==> src/rtl/sap_pkg.sv <==
package sap_pkg;

  // width of every position counter and bit index
  localparam int IDX_W = 6;

  typedef enum logic [1:0] {
    JUST_EDGE   = 2'b00,
    JUST_DELAY1 = 2'b01,
    JUST_LATE   = 2'b10,
    JUST_WORD   = 2'b11
  } justMode_e;

  typedef struct packed {
    logic             capture;
    logic [IDX_W-1:0] bitIdx;
    logic             wordStart;
    logic             closeLeft;
    logic             closeRight;
  } rxStrobe_t;

  typedef struct packed {
    logic             launch;
    logic             load;
    logic             loadLeft;
    logic             bitOn;
    logic [IDX_W-1:0] bitIdx;
  } txStrobe_t;

  // bit-clock distance from the start event to the MSB
  function automatic logic [IDX_W-1:0] leadOf(input logic [1:0] m,
                                              input logic [IDX_W-1:0] lateLead);
    case (justMode_e'(m))
      JUST_DELAY1: return IDX_W'(1);
      JUST_LATE:   return lateLead;
      default:     return '0;
    endcase
  endfunction

endpackage

==> src/rtl/sap_rx_ctrl.sv <==
module sap_rx_ctrl import sap_pkg::*; #(
  parameter int IN_W    = 16,
  parameter int RJ_LEAD = 16
) (
  input  logic       clk,
  input  logic       rstN,
  input  logic       bclk,
  input  logic       lrck,
  input  logic       wclk,
  input  logic [1:0] mode,
  input  logic       bpol,
  output rxStrobe_t  strb
);

  localparam logic [IDX_W-1:0] CNT_TOP  = '1;
  localparam logic [IDX_W-1:0] LATE_POS = IDX_W'(RJ_LEAD);
  localparam logic [IDX_W-1:0] WORD_LIM = IDX_W'(IN_W);
  localparam logic [IDX_W-1:0] MSB_IDX  = IDX_W'(IN_W - 1);

  logic bclkQ, bclkPrev, lrQ, wcQ, lrLast, wcLast, armed, chan;
  logic [IDX_W-1:0] cnt, pos, off, rel;
  logic activeEv, startEv, inWord;

  always_comb begin
    activeEv = (bclkQ ^ bclkPrev) && (bclkQ == !bpol);
    if (justMode_e'(mode) == JUST_WORD)
      startEv = activeEv && wcQ && !wcLast;
    else
      startEv = activeEv && (lrQ != lrLast);
    off    = leadOf(mode, LATE_POS);
    pos    = startEv ? '0 : ((cnt == CNT_TOP) ? cnt : cnt + 1'b1);
    rel    = pos - off;
    inWord = (pos >= off) && (rel < WORD_LIM);

    strb.capture    = activeEv && inWord && (armed || startEv);
    strb.bitIdx     = MSB_IDX - rel;
    strb.wordStart  = startEv;
    strb.closeLeft  = startEv && armed && chan;
    strb.closeRight = startEv && armed && !chan;
  end

  always_ff @(posedge clk or negedge rstN) begin
    if (!rstN) begin
      bclkQ    <= 1'b0;
      bclkPrev <= 1'b0;
      lrQ      <= 1'b0;
      wcQ      <= 1'b0;
      lrLast   <= 1'b0;
      wcLast   <= 1'b0;
      armed    <= 1'b0;
      chan     <= 1'b0;
      cnt      <= '0;
    end else begin
      bclkQ    <= bclk;
      bclkPrev <= bclkQ;
      lrQ      <= lrck;
      wcQ      <= wclk;
      if (activeEv) begin
        lrLast <= lrQ;
        wcLast <= wcQ;
        cnt    <= pos;
      end
      if (startEv) begin
        armed <= 1'b1;
        chan  <= lrQ;
      end
    end
  end

  // data is only taken on the selected bit clock level
  assert_capture_edge_R7: assert property (@(posedge clk) disable iff (!rstN)
    strb.capture |-> (bclkQ == !bpol) && (bclkPrev == bpol))
    else $error("capture outside active edge");

endmodule

==> src/rtl/sap_rx_dp.sv <==
module sap_rx_dp import sap_pkg::*; #(
  parameter int IN_W = 16
) (
  input  logic            clk,
  input  logic            rstN,
  input  logic            din,
  input  rxStrobe_t       strb,
  output logic [IN_W-1:0] leftOut,
  output logic [IN_W-1:0] rightOut,
  output logic            pairValid
);

  logic dataQ;
  logic [IN_W-1:0] word, nextWord, leftHold;

  always_comb begin
    nextWord = strb.wordStart ? '0 : word;
    if (strb.capture) begin
      for (int i = 0; i < IN_W; i++) begin
        if (strb.bitIdx == IDX_W'(i)) nextWord[i] = dataQ;
      end
    end
  end

  always_ff @(posedge clk or negedge rstN) begin
    if (!rstN) begin
      dataQ     <= 1'b0;
      word      <= '0;
      leftHold  <= '0;
      leftOut   <= '0;
      rightOut  <= '0;
      pairValid <= 1'b0;
    end else begin
      dataQ     <= din;
      word      <= nextWord;
      pairValid <= strb.closeRight;
      if (strb.closeLeft) leftHold <= word;
      if (strb.closeRight) begin
        leftOut  <= leftHold;
        rightOut <= word;
      end
    end
  end

  // the pair strobe lasts one cycle
  assert_valid_pulse_R10: assert property (@(posedge clk) disable iff (!rstN)
    pairValid |=> !pairValid)
    else $error("valid longer than one cycle");

  // outputs move only when a right word closes
  assert_pair_hold_R10: assert property (@(posedge clk) disable iff (!rstN)
    !strb.closeRight |=> $stable(leftOut) && $stable(rightOut))
    else $error("pair changed without close");

  // a new word starts from all zeros unless its MSB arrives at once
  assert_zero_fill_R6: assert property (@(posedge clk) disable iff (!rstN)
    (strb.wordStart && !strb.capture) |=> (word == '0))
    else $error("word not cleared at start");

endmodule

==> src/rtl/sap_tx_ctrl.sv <==
module sap_tx_ctrl import sap_pkg::*; #(
  parameter int OUT_W   = 24,
  parameter int RJ_LEAD = 16
) (
  input  logic       clk,
  input  logic       rstN,
  input  logic       bclk,
  input  logic       lrck,
  input  logic       wclk,
  input  logic [1:0] mode,
  input  logic       bpol,
  output txStrobe_t  strb
);

  localparam logic [IDX_W-1:0] CNT_TOP  = '1;
  localparam logic [IDX_W-1:0] LATE_POS = IDX_W'(RJ_LEAD);
  localparam logic [IDX_W-1:0] WORD_LIM = IDX_W'(OUT_W);
  localparam logic [IDX_W-1:0] MSB_IDX  = IDX_W'(OUT_W - 1);

  logic bclkQ, bclkPrev, lrQ, wcQ, lrLast, wcLast;
  logic [IDX_W-1:0] cnt, pos, off, rel;
  logic launchEv, startEv;

  always_comb begin
    launchEv = (bclkQ ^ bclkPrev) && (bclkQ == bpol);
    if (justMode_e'(mode) == JUST_WORD)
      startEv = launchEv && wcQ && !wcLast;
    else
      startEv = launchEv && (lrQ != lrLast);
    off = leadOf(mode, LATE_POS);
    pos = startEv ? '0 : ((cnt == CNT_TOP) ? cnt : cnt + 1'b1);
    rel = pos - off;

    strb.launch   = launchEv;
    strb.load     = startEv;
    strb.loadLeft = lrQ;
    strb.bitOn    = (pos >= off) && (rel < WORD_LIM);
    strb.bitIdx   = MSB_IDX - rel;
  end

  always_ff @(posedge clk or negedge rstN) begin
    if (!rstN) begin
      bclkQ    <= 1'b0;
      bclkPrev <= 1'b0;
      lrQ      <= 1'b0;
      wcQ      <= 1'b0;
      lrLast   <= 1'b0;
      wcLast   <= 1'b0;
      cnt      <= '0;
    end else begin
      bclkQ    <= bclk;
      bclkPrev <= bclkQ;
      lrQ      <= lrck;
      wcQ      <= wclk;
      if (launchEv) begin
        lrLast <= lrQ;
        wcLast <= wcQ;
        cnt    <= pos;
      end
    end
  end

  // launches happen only on the inactive bit clock level
  assert_launch_edge_R7: assert property (@(posedge clk) disable iff (!rstN)
    strb.launch |-> (bclkPrev == !bpol))
    else $error("launch on wrong edge");

endmodule

==> src/rtl/sap_tx_dp.sv <==
module sap_tx_dp import sap_pkg::*; #(
  parameter int OUT_W = 24
) (
  input  logic             clk,
  input  logic             rstN,
  input  logic [OUT_W-1:0] leftIn,
  input  logic [OUT_W-1:0] rightIn,
  input  logic             mute,
  input  txStrobe_t        strb,
  output logic             dout
);

  logic [OUT_W-1:0] curWord, srcWord;
  logic bitVal;

  always_comb begin
    if (strb.load) srcWord = strb.loadLeft ? leftIn : rightIn;
    else           srcWord = curWord;
    bitVal = 1'b0;
    for (int i = 0; i < OUT_W; i++) begin
      if (strb.bitIdx == IDX_W'(i)) bitVal = srcWord[i];
    end
  end

  always_ff @(posedge clk or negedge rstN) begin
    if (!rstN) begin
      curWord <= '0;
      dout    <= 1'b0;
    end else begin
      if (strb.load) curWord <= srcWord;
      if (strb.launch) dout <= strb.bitOn && !mute && bitVal;
    end
  end

  // muted launches give zero
  assert_mute_zero_R9: assert property (@(posedge clk) disable iff (!rstN)
    (strb.launch && mute) |=> !dout)
    else $error("muted bit not zero");

  // data line changes only on a launch
  assert_tx_hold_R8: assert property (@(posedge clk) disable iff (!rstN)
    !strb.launch |=> $stable(dout))
    else $error("data moved between launches");

  // past the last word bit the line is low
  assert_tail_low_R8: assert property (@(posedge clk) disable iff (!rstN)
    (strb.launch && !strb.bitOn) |=> !dout)
    else $error("tail bit not low");

endmodule

==> src/rtl/sap_port.sv <==
module sap_port import sap_pkg::*; #(
  parameter int IN_W    = 16,
  parameter int OUT_W   = 24,
  parameter int RJ_LEAD = 16
) (
  input  logic             clk,
  input  logic             rstN,
  input  logic             rxBclk,
  input  logic             rxLrck,
  input  logic             rxWclk,
  input  logic             rxData,
  input  logic [1:0]       rxMode,
  input  logic             rxBpol,
  output logic [IN_W-1:0]  rxLeft,
  output logic [IN_W-1:0]  rxRight,
  output logic             rxValid,
  input  logic             txBclk,
  input  logic             txLrck,
  input  logic             txWclk,
  input  logic [1:0]       txMode,
  input  logic             txBpol,
  input  logic [OUT_W-1:0] txLeft,
  input  logic [OUT_W-1:0] txRight,
  input  logic             muteIn,
  output logic             txData
);

  rxStrobe_t rxStrb;
  txStrobe_t txStrb;

  sap_rx_ctrl #(.IN_W(IN_W), .RJ_LEAD(RJ_LEAD)) uRxCtrl (
    .clk(clk), .rstN(rstN), .bclk(rxBclk), .lrck(rxLrck), .wclk(rxWclk),
    .mode(rxMode), .bpol(rxBpol), .strb(rxStrb));

  sap_rx_dp #(.IN_W(IN_W)) uRxDp (
    .clk(clk), .rstN(rstN), .din(rxData), .strb(rxStrb),
    .leftOut(rxLeft), .rightOut(rxRight), .pairValid(rxValid));

  sap_tx_ctrl #(.OUT_W(OUT_W), .RJ_LEAD(RJ_LEAD)) uTxCtrl (
    .clk(clk), .rstN(rstN), .bclk(txBclk), .lrck(txLrck), .wclk(txWclk),
    .mode(txMode), .bpol(txBpol), .strb(txStrb));

  sap_tx_dp #(.OUT_W(OUT_W)) uTxDp (
    .clk(clk), .rstN(rstN), .leftIn(txLeft), .rightIn(txRight),
    .mute(muteIn), .strb(txStrb), .dout(txData));

endmodule

==> config.mk <==
export PLATFORM = sky130hd
export DESIGN_NAME = sap_port
export DESIGN_NICKNAME = d
export VERILOG_FILES = /design/src/rtl/sap_pkg.sv /design/src/rtl/sap_rx_ctrl.sv /design/src/rtl/sap_rx_dp.sv /design/src/rtl/sap_tx_ctrl.sv /design/src/rtl/sap_tx_dp.sv /design/src/rtl/sap_port.sv
export SDC_FILE = /design/constraint.sdc
export NUM_CORES = 1
export LEC_CHECK = 0
export BUFFER_PORTS_ARGS = -buffer_cell sky130_fd_sc_hd__buf_2
export CORE_MARGIN = 5
export CORE_UTILIZATION = 50
export CTS_BUF_LIST = sky130_fd_sc_hd__clkbuf_2 sky130_fd_sc_hd__clkbuf_4 sky130_fd_sc_hd__clkbuf_8
export DETAILED_ROUTE_END_ITERATION = 10
export PLACE_DENSITY = 0.83
export SYNTH_ARGS = -nofsm -noshare
export SYNTH_HDL_FRONTEND = slang
export SYNTH_HIERARCHICAL = 1
export SYNTH_SLANG_ARGS = --single-unit
==> constraint.sdc <==
create_clock -name clk -period 5.6 [get_ports clk]
set_clock_uncertainty 0.2 [all_clocks]
set_input_delay 0.28 -clock clk [delete_from_list [all_inputs] [get_ports clk]]
set_output_delay 0.28 -clock clk [all_outputs]
set_load 0.01 [all_outputs]
==> summary.md, run 1 <==
| Metric | Value |
|---|---|
| Netlist cell types | 87 |
| Hold WC Path Type | input port to register |
| Setup WS post-layout | 0.7996 ns |
| Most frequent cells in the layout | dfrtp_1 (117), buf_2 (96), mux2_2 (57), nand2_1 (53), a21oi_1 (38) |
| Hold path startpoint | txRight[5] |
| CP max-delay cell | dfrtp_1 |
| Post-route antenna net violation count | 0 |
| Top-area cell type share of the netlist area | 0.4613 |
| Relative slew slack | 0.4320 |
| Final setup fails | 0 |
| Ys Warns | 6 |
| Die area | 15050 um2 |
| Most frequent CP cell | ha_1 |
| Worst-path clk slew | 0.08 ns |
| FF/Latch Area | 2928 um2 |
| DR iter-0 viols | 400 |
| Crit-path max cell delay | 0.48 ns |
| Post-layout power | 0.002606 W |
| Setup TNS | 0 ns |
| Via count | 5079 |
| Skew-Pair Late Insertion Delay | 0.44 ns |
| Critical Path, Cell by Cell | ha_1 -> and2_1 -> nand2_1 -> nor2_1 -> xnor2_1 -> nand2_1 -> ha_1 -> ha_1 -> o21a_4 -> xnor2_1 -> ha_1 -> o211ai_2 -> o32a_1 -> o31ai_1 -> nor4b_2 -> buf_4 -> or3b_1 -> mux2_1 |
| Final count of hold timing violations | 0 |
| Layout overhead on the synthesized area | 18.94% |
| Vias per cell | 5.726 |
| Hold Crit Depth | 3 |
| FP Rows | 41 |
| EDFF count, synth | 0 |
| Status | completed |
| Chip Height | 122.7 um |
| CTS H-Tree Depth | 4 |
| Fillers | 1029 |
| FF-to-FF End | uRxDp/word[9] |
| CTS Root Cell | clkbuf_8 |
| Dpl hpwl | 10.23 mm |
| Starting Density | 0.5071 |
| DRC | 0 |
| Largest net degree at the start of global routing | 67 |
| Most common cell after layout, fill and taps aside | dfrtp_1 |
| Critical path startpoint category | register |
| Top_reg_cell synth | dfrtp_1 |
| WP data required | 5.73 ns |
| DRT Wirelength | 14.83 mm |
| Cell count after synthesis | 584 |
| GPL Wtd Cong | 0.8870 |
| Hold path endpoint | uTxDp/curWord[5] |
| Routed wire per std cell | 16.72 um |
| Place WS | 0.9171 ns |
| Worst R2R Path Depth | 18 |
| Syn nets | 658 |
| RSZ-0062 raised after global routing | false |
| Period minus WS final | 4.800 ns |
| Number of I/O pins | 98 |
| WP buf/inv | 1 |
| Post-synthesis register bit count | 117 |
| WHS | 0.02277 ns |
| Fin nets | 776 |
| Max Transition Viols Final | 0 |
| Post-CTS resize count | 0 |
| VDD IR max | 188.9 uV |
| First-pass GRT wire length | 24.25 mm |
| Antenna Cells | 0 |
| Area of the multi-input gates | 3164 um2 |
| Pleak | 3.590 nW |
| Grt total ovfl | 0 |
| Die X | 122.7 um |
| Worst Tran Pin Value | 0.8521 ns |
| PortBufs | 97 |
| Power density cells | 345.1 nW/um2 |
| Vias in the first global route | 5122 |
| Synthesized area | 6347 um2 |
| Mapped Avg Cell Area | 10.87 um2 |
| Initial antenna violation count | 0 |
| CP delay by family, top | simple AND/OR/NAND/NOR gates |
| Max-cap check violation count | 0 |
| R2r setup slk | 0.80 ns |
| DRT Pass-1 Iters | 6 |
| CP Class | register to register |
| CP max FO | 11 |
| Total GRT Usage | 0.2004 |
| Core box area | 12520 um2 |
| Area contributors post-synth | dfrtp_1 (46%), mux2_2 (10%), mux2i_1 (3.8%), nand2_1 (3.1%), a21oi_1 (3.0%) |
| Leading area contributor after synthesis | dfrtp_1 |
| Async SR Flop Fraction | 1.000 |
| Layout cells sized above 1 | 0.3273 |
| Core Util, Final | 0.6032 |
| Max Root-Sink Buffers | 2 |
| Clock buffer count from CTS | 17 |
| F_max | 208.3 MHz |
| Period Utilization, post-route | 0.8572 |
| Post-synthesis sequential area ratio | 0.4613 |
| Clock sinks | 117 |
| CP Capture Type | register |
| CTS tree | yes |
| Worst r2r src | uRxCtrl/cnt[0] |
| Crit path DAT | 4.93 ns |
sequential cells by signal, summed over array words and instances (netlist names), 6 cells and up:
register,count
uRxCtrl/cnt,6
uRxDp/leftHold,16
uRxDp/leftOut,16
uRxDp/rightOut,16
uRxDp/word,16
uTxCtrl/cnt,6
uTxDp/curWord,24
worst max-delay path by stage:
stage / slack [ns] / startpoint / depth (start not counted) / to
6_report: 0.80 / uRxCtrl/cnt[0] / 18 / uRxDp/word[9]
5_1_grt: 0.53 / uTxCtrl/cnt[0] / 19 / uTxDp/dout
4_1_cts: 0.90 / uRxCtrl/cnt[0] / 18 / uRxDp/word[9]
3_5_place_dp: 0.92 / txBpol / 19 / uTxDp/dout
3_3_place_gp: 1.18 / txBpol / 19 / uTxDp/dout
2_1_floorplan: 1.53 / uTxCtrl/bclkPrev / 20 / uTxDp/dout
per-layer routing:
layer / up-vias / share of wire / track usage
met4: 0 / 0.019 / 0.07068
met5: - / 0 / 0
met1: 2481 / 0.41 / 0.2434
met2: 183 / 0.52 / 0.3461
met3: 34 / 0.059 / 0.04977
li1: 2381 / - / -
final cells by class:
| cell class | instances | share of cell area |
|---|---|---|
| multi-input cells | 420 | 0.4191 |
| flip-flops and latches | 117 | 0.3878 |
| repair buffers | 133 | 0.1107 |
| clock buffers | 17 | 0.03099 |
| well taps | 172 | 0.02851 |
| clock inverters | 15 | 0.01574 |
| inverters | 13 | 0.007126 |
kinds of logic after synthesis:
logic type      after synthesis  share of synthesized area
simple gates                192                     0.1731
fa+ha+maj                    10                    0.01971
buf+inv                      47                    0.04061
flops                       117                     0.4613
xor+xnor                     13                    0.02031
mux                          86                     0.1496
compound gates              119                     0.1354
worst reg2reg max path: cells and delay by family, from the launching register on:
family / cells / cell delay, ns
AO/OA/AOI/OAI: 4 / 0.70
XOR/XNOR: 2 / 0.34
adder cells (fa/ha/maj): 4 / 1.11
buffers and inverters: 1 / 0.21
flip-flops: 1 / 0.48
multiplexers: 1 / 0.32
AND/OR/NAND/NOR: 6 / 1.35
stage by stage:
| step | cells | instance area [um2] |
|---|---|---|
| 2_1_floorplan | 584 | 6347 |
| 3_3_place_gp | 824 | 6887 |
| 3_5_place_dp | 824 | 6887 |
| 4_1_cts | 885 | 7530 |
| 5_1_grt | 887 | 7550 |
| 6_report | 887 | 7550 |
where the power goes:
group          internal (W)  total (W)  switching [W]
Combinational      0.000350   0.000856       0.000507
Sequential         0.000974    0.00106      0.0000814
Clock              0.000314   0.000694       0.000380
Total               0.00164    0.00261       0.000968
what timing repair did:
item | in CTS | in global routing
hold endpoints to repair | 69 | 1
buffers inserted | 0 | 0
hold buffers | 29 | 2
cell usage after synthesis (3+ instances only):
library cell,n
a211oi_1,11
a21oi_1,38
a21oi_2,3
a31o_2,6
a31oi_1,7
and3_1,3
buf_2,16
buf_4,5
buf_6,5
clkbuf_1,8
dfrtp_1,117
ha_1,10
inv_1,9
mux2_1,4
mux2_2,57
mux2i_1,24
nand2_1,53
nand2b_1,12
nand3_1,12
nand4_1,7
nand4b_1,7
nor2_1,36
nor2b_1,14
nor3_1,8
nor3b_1,3
nor4b_1,3
o211ai_1,5
o21a_1,3
o21ai_0,10
o21ai_1,4
o31ai_1,4
or3b_1,3
xnor2_1,8
xor2_1,3
(Power assumes the default switching activity.)
==> run 2: changes to the inputs <==
CORE_UTILIZATION = 30   (was 50)
CTS_CLUSTER_SIZE = 8   (was unset)
PLACE_DENSITY = 0.59   (was 0.83)
==> run 2 against run 1 <==
Sequential share of layout area is 1.5 points lower. Non-clock buffer count is 10 higher. Utilization is 23 points lower. First-iteration DRC count is 35% lower. Combinational power is 0.9% lower. Register-to-register slack better by 0.10 ns.
==> summary.md, run 2 (synthesized netlist as in run 1, its figures left out) <==
| Metric | Value |
|---|---|
| Most frequent cells in the layout | dfrtp_1 (117), buf_2 (96), mux2_2 (57), nand2_1 (53), dlygate4sd3_1 (42) |
| Vias in the first global route | 5067 (-1.1%) |
| CP Class | register to register |
| CTS tree | yes |
| Post-route antenna net violation count | 0 (unchanged) |
| Core box area | 20960 um2 (+67%) |
| Largest reg by FF count | uTxDp/curWord |
| Die X | 155.5 um (+27%) |
| Fillers | 2104 (+100%) |
| Dpl hpwl | 10.09 mm (-1.4%) |
| Number of I/O pins | 98 (unchanged) |
| Met2 Routed Length | 7.110 mm (-7.0%) |
| DRC | 0 (unchanged) |
| Period minus WS final | 4.698 ns (-0.1019 ns) |
| WL met1 | 6.947 mm (+15%) |
| Via count | 4865 (-4.2%) |
| Skew-Pair Late Insertion Delay | 0.44 ns (about the same) |
| RSZ-0062 raised after global routing | false |
| Setup TNS | 0 ns (unchanged) |
| Layout cells sized above 1 | 0.3214 (-0.005893) |
| Max Transition Viols Final | 0 (unchanged) |
| Hold WC Path Type | input port to register |
| Clock buffer count from CTS | 17 (unchanged) |
| R2r setup slk | 0.90 ns (+0.10 ns) |
| Fin nets | 786 (+1.3%) |
| Initial antenna violation count | 0 (unchanged) |
| Hold-fix buffers at CTS | 42 (+45%) |
| WP data required | 5.72 ns (about the same) |
| GPL Wtd Cong | 0.8168 (-7.9%) |
| Starting Density | 0.3029 (-0.2042) |
| Crit path DAT | 4.82 ns (-0.11 ns) |
| Power density cells | 345.3 nW/um2 (about the same) |
| F_max | 212.8 MHz (+2.2%) |
| Met3 wire len | 807 um (-7.5%) |
| Antenna Cells | 0 (unchanged) |
| CP max FO | 18 (+7) |
| Highest metal used | met4 |
| Worst Tran Pin Value | 0.9909 ns (+0.1388 ns) |
| CP Capture Type | register |
| DRT Wirelength | 15.01 mm (+1.2%) |
| Largest net degree at the start of global routing | 64 (-4.5%) |
| CP startpoint | uTxCtrl/bclkPrev |
| Post-CTS Setup Inserts | 0 (unchanged) |
| Hold path startpoint | txLeft[1] |
| Worst-path clk slew | 0.08 ns (about the same) |
| CTS Root Cell | clkbuf_8 |
| PortBufs | 97 (unchanged) |
| FP Rows | 53 (+29%) |
| Finished Cell Area | 7844 um2 (+3.9%) |
| Clock sinks | 117 (unchanged) |
| Vias per cell | 4.865 (-15%) |
| VDD IR max | 153.1 uV (-19%) |
| Max-cap check violation count | 0 (unchanged) |
| Worst r2r src | uTxCtrl/bclkPrev |
| Max Root-Sink Buffers | 2 (unchanged) |
| Period Utilization, post-route | 0.8390 (-0.01819) |
| Status | completed |
| Critical path startpoint category | register |
| Most common cell after layout, fill and taps aside | dfrtp_1 |
| Total GRT Usage | 0.1284 (-0.07208) |
| Relative slew slack | 0.3378 (-0.09412) |
| Die area | 24170 um2 (+61%) |
| Grt total ovfl | 0 (unchanged) |
| Routed wire per std cell | 15.01 um (-10%) |
| Post-CTS resize count | 0 (unchanged) |
| Final count of hold timing violations | 0 (unchanged) |
| DR iter-0 viols | 259 (-35%) |
| Pleak | 3.663 nW (+2.0%) |
| First-pass GRT wire length | 25.40 mm (+4.7%) |
| Placed cell area | 7013 um2 (+1.8%) |
| Chip Height | 155.5 um (+27%) |
| Layout overhead on the synthesized area | 23.58% |
| Post-layout power | 0.002708 W (+3.9%) |
| Max FFs per register | 24 (unchanged) |
| Final setup fails | 0 (unchanged) |
| CTS H-Tree Depth | 4 (unchanged) |
| DRT Pass-1 Iters | 4 (-2) |
==> run 2: per-layer routing <==
layer,vias to the layer above,track usage
met3,11,0.03394
met2,116,0.2132
met4,0,0.03668
met5,-,0
li1,2404,-
met1,2334,0.1651
==> run 2: worst max-delay path: stages (launching register included) <==
cell	delay, ns
dfrtp_1	0.39
and3b_1	0.21
a21oi_4	0.40
inv_2	0.18
nand2b_4	0.16
nand2_1	0.08
ha_1	0.29
o311a_1	0.38
a21oi_2	0.18
inv_1	0.15
ha_1	0.21
xor2_1	0.17
xnor2_1	0.20
nor4b_1	0.56
nand2_1	0.13
o21ai_0	0.17
a31oi_1	0.07
a2111oi_2	0.35
o21ai_1	0.09
==> run 2: path summary, 6_finish.rpt <==
kind                                           to  cells after the start
worst max-delay path                   uTxDp/dout                     18
worst min-delay path             uTxDp/curWord[1]                      3
worst max register to register         uTxDp/dout                     18
worst min register to register   uRxCtrl/bclkPrev                      0
max in group asynchronous          uRxCtrl/cnt[1]                      3
min in group asynchronous       uTxDp/curWord[23]                      2
==> run 2: final cells by class <==
type / instances / area (um2) / share of cell area
multi-input cells: 420 / 3169 / 0.4041
flip-flops and latches: 117 / 2928 / 0.3733
repair buffers: 143 / 938.4 / 0.1196
well taps: 275 / 344.1 / 0.04387
clock buffers: 18 / 247.7 / 0.03158
clock inverters: 14 / 162.7 / 0.02074
inverters: 13 / 53.80 / 0.006859
==> run 2: through the flow <==
| step | worst slack (ns) | instances | utilization | hold WS [ns] |
|---|---|---|---|---|
| 2_1_floorplan | 1.533 | 584 | - | -0.2156 |
| 6_report | 0.9015 | 1000 | 0.3743 | 0.03626 |
| 5_1_grt | 0.5066 | 1000 | 0.3743 | 0.03228 |
| 4_1_cts | 0.9173 | 1000 | 0.3743 | 0.002160 |
| 3_3_place_gp | 1.080 | 926 | 0.3347 | 0.1790 |
| 3_5_place_dp | 0.9350 | 926 | 0.3347 | 0.1897 |
==> run 2: power breakdown <==
part / internal [W] / total, W / switching, W
Clock: 0.000420 / 0.000808 / 0.000389
Sequential: 0.000973 / 0.00105 / 0.0000780
Combinational: 0.000355 / 0.000848 / 0.000494
Total: 0.00175 / 0.00271 / 0.000961
==> run 3: changes to the inputs <==
clock period = 4.6 ns   (was 5.6 ns; I/O delays follow)
==> run 3 against run 2 <==
Design area grew 3.1%. Via count grew 1.9%. First-iteration DRC count up 3.9%. Utilization increased by 1.2 points. Die area did not move. Setup slack lost 0.61 ns. Maximum frequency rose by 9.0%. Sequential power increased by 22%. Combinational power rose by 27%. Non-clock buffer count increased by 22. Clock-buffer cell count down 1. Sequential share of layout area down 1.1 points.
==> summary.md, run 3 (synthesized netlist as in run 1, its figures left out) <==
| Metric | Value |
|---|---|
| Status | completed |
| Crit-path max cell delay | 0.45 ns (-0.11 ns) |
| Final count of hold timing violations | 0 (unchanged) |
| Grt total ovfl | 0 (unchanged) |
| CTS H-Tree Depth | 4 (unchanged) |
| Most common cell after layout, fill and taps aside | dfrtp_1 |
| Internal power | 0.002164 W (+24%) |
| Most frequent cells in the layout | dfrtp_1 (115), buf_2 (96), mux2_2 (57), dlygate4sd3_1 (54), nand2_1 (53) |
| Routed wire per std cell | 15.16 um (+1.0%) |
| Clock buffer count from CTS | 17 (unchanged) |
| Fillers | 2096 (-0.38%) |
| Placed cell area | 7088 um2 (+1.1%) |
| CP delay by family, top | simple AND/OR/NAND/NOR gates |
| WP buf/inv | 0 (-2) |
| Worst R2R Path Depth | 17 (-1) |
| Layout cells sized above 1 | 0.3387 (+0.01731) |
| Largest net degree at the start of global routing | 60 (-6.3%) |
| RSZ-0062 raised after global routing | false |
| Max FFs per register | 24 (unchanged) |
| Layout overhead on the synthesized area | 27.40% |
| VDD IR max | 196.9 uV (+29%) |
| CTS Root Cell | clkbuf_8 |
| Max-cap check violation count | 0 (unchanged) |
| Die X | 155.5 um (unchanged) |
| DRT Pass-1 Iters | 6 (+2) |
| CP max-delay cell | dfrtp_2 |
| Critical path startpoint category | register |
| CP startpoint | uRxCtrl/cnt[0] |
| Worst-path clk slew | 0.08 ns (about the same) |
| Psw | 0.001222 W (+27%) |
| R2r setup slk | 0.29 ns (-0.61 ns) |
| Worst Tran Pin Value | 0.9671 ns (-0.02385 ns) |
| Final setup fails | 0 (unchanged) |
| Worst r2r src | uRxCtrl/cnt[0] |
| CTS tree | yes |
| Initial antenna violation count | 0 (unchanged) |
| Max Root-Sink Buffers | 2 (unchanged) |
| Skew-Pair Late Insertion Delay | 0.44 ns (about the same) |
| GPL Wtd Cong | 0.8514 (+4.2%) |
| Number of I/O pins | 98 (unchanged) |
| Switching share of power | 0.3609 (+0.006190) |
| Antenna Cells | 0 (unchanged) |
| Chip Height | 155.5 um (unchanged) |
| DR iter-0 viols | 269 (+3.9%) |
| FF-to-FF End | uRxDp/word[9] |
| Hold path endpoint | uTxDp/dout |
| Relative slew slack | 0.3538 (+0.01594) |
| Fin nets | 808 (+2.8%) |
| Most frequent CP cell | ha_1 |
| First-pass GRT wire length | 25.85 mm (+1.8%) |
| Total GRT Usage | 0.1306 (+0.002256) |
| Dpl hpwl | 10.21 mm (+1.2%) |
| Core box area | 20960 um2 (unchanged) |
| Seq pwr share | 0.379 (-0.009) |
| Max Transition Viols Final | 0 (unchanged) |
| Hold path startpoint | muteIn |
| Finished Cell Area | 8087 um2 (+3.1%) |
| PortBufs | 97 (unchanged) |
| Comb power frac | 0.320 (+0.007) |
| Setup TNS | 0 ns (unchanged) |
| Hold Crit Depth | 5 (+2) |
| Vias per cell | 4.852 (-0.26%) |
| Crit path DAT | 4.44 ns (-0.38 ns) |
| CP max FO | 8 (-10) |
| Clock sinks | 117 (unchanged) |
| CP Class | register to register |
| Post-route antenna net violation count | 0 (unchanged) |
| Power density cells | 418.7 nW/um2 (+21%) |
| Hold WC Path Type | input port to register |
| Critical Path, Cell by Cell | ha_2 -> and2_1 -> nand2_1 -> nor2_2 -> xnor2_1 -> nand2_1 -> ha_1 -> ha_1 -> o21a_4 -> xnor2_1 -> ha_1 -> o211ai_2 -> o32a_1 -> o31ai_1 -> nor4b_2 -> or3b_1 -> mux2_1 |
| Period Utilization, post-route | 0.9372 (+0.09816) |
| Clock power share | 0.301 (+0.002) |
| Post-layout power | 0.003386 W (+25%) |
| Via count | 4959 (+1.9%) |
| Die area | 24170 um2 (unchanged) |
| Post-CTS Setup Inserts | 0 (unchanged) |
| CP Capture Type | register |
| Vias in the first global route | 5094 (+0.53%) |
| Largest reg by FF count | uTxDp/curWord |
| DRT Wirelength | 15.49 mm (+3.2%) |
| DRC | 0 (unchanged) |
| FP Rows | 53 (unchanged) |
| WP data required | 4.73 ns (-0.99 ns) |
| Pleak | 3.777 nW (+3.1%) |
| Period minus WS final | 4.311 ns (-0.3875 ns) |
| Starting Density | 0.3029 (unchanged) |
| F_max | 232.0 MHz (+9.0%) |
[run 3: cell types whose count changed in the layout (fill, tap and decap cells not counted), moves of 3 or more]
cell / before / now
buf_4: 5 / 15
inv_8: 1 / 4
ha_1: 10 / 7
ha_2: 0 / 3
dlygate4sd3_1: 42 / 54
[run 3: final cells by class]
class | instances | area (um2) | area share
Tap cell | 275 | 344.1 | 0.04255
Sequential cell | 117 | 2930 | 0.3624
Clock buffer | 17 | 234.0 | 0.02893
Multi-Input combinational cell | 420 | 3207 | 0.3966
Clock inverter | 15 | 183.9 | 0.02274
Timing Repair Buffer | 165 | 1134 | 0.1402
Inverter | 13 | 53.80 | 0.006653
[run 3: worst min-delay path, cell delays in order]
cell and delay [ns]:
buf_2 0.08, nand3b_1 0.10, a31oi_1 0.06, o311ai_0 0.10
o21ai_1 0.08
[run 3: how the worst max path moves through the flow]
stage | to | slack [ns] | cells past startpoint
finish | uRxDp/word[9] | 0.29 | 17
global route | uRxDp/word[9] | 0.02 | 17
CTS | uRxDp/word[9] | 0.12 | 17
detailed placement | uRxDp/word[9] | 0.20 | 17
global placement | uRxDp/word[9] | 0.22 | 17
floorplan | uTxDp/dout | 0.53 | 20
[run 3: power by group through the flow]
| stage | registers (W) | clock network [W] | logic, W |
|---|---|---|---|
| final | 0.00128 | 0.00102 | 0.00108 |
| after global routing | 0.00130 | 0.00110 | 0.00121 |
| after CTS | 0.00128 | 0.00106 | 0.00107 |
| after detailed placement | 0.00130 | 0 | 0.00102 |
| after global placement | 0.00130 | 0 | 0.00102 |
| after floorplan | 0.00129 | 0 | 0.000753 |
[run 3: metrics by stage]
stage	worst slack [ns]	utilization	hold WS, ns	instances
finish	0.2890	0.3859	0.04339	1022
global route	0.01720	0.3859	0.04972	1022
CTS	0.1249	0.3840	0.0002926	1022
detailed placement	0.2034	0.3382	0.1393	936
global placement	0.2235	0.3382	0.1382	936
floorplan	0.5329	-	-0.2656	584
[run 3: repair_timing]
item / CTS / global route
gates resized for setup: 0 / 11
endpoints found under the setup margin: 0 / 14
hold buffers: 54 / 0
endpoints found under the hold margin: 87 / 0
[run 3: routing by layer]
layer / track usage / up-vias / wire length [um]
met2: 0.2153 / 119 / 7296
met3: 0.02949 / 15 / 820
met5: 0 / - / 0
met4: 0.04002 / 0 / 192
met1: 0.1714 / 2377 / 7181
li1: - / 2448 / -
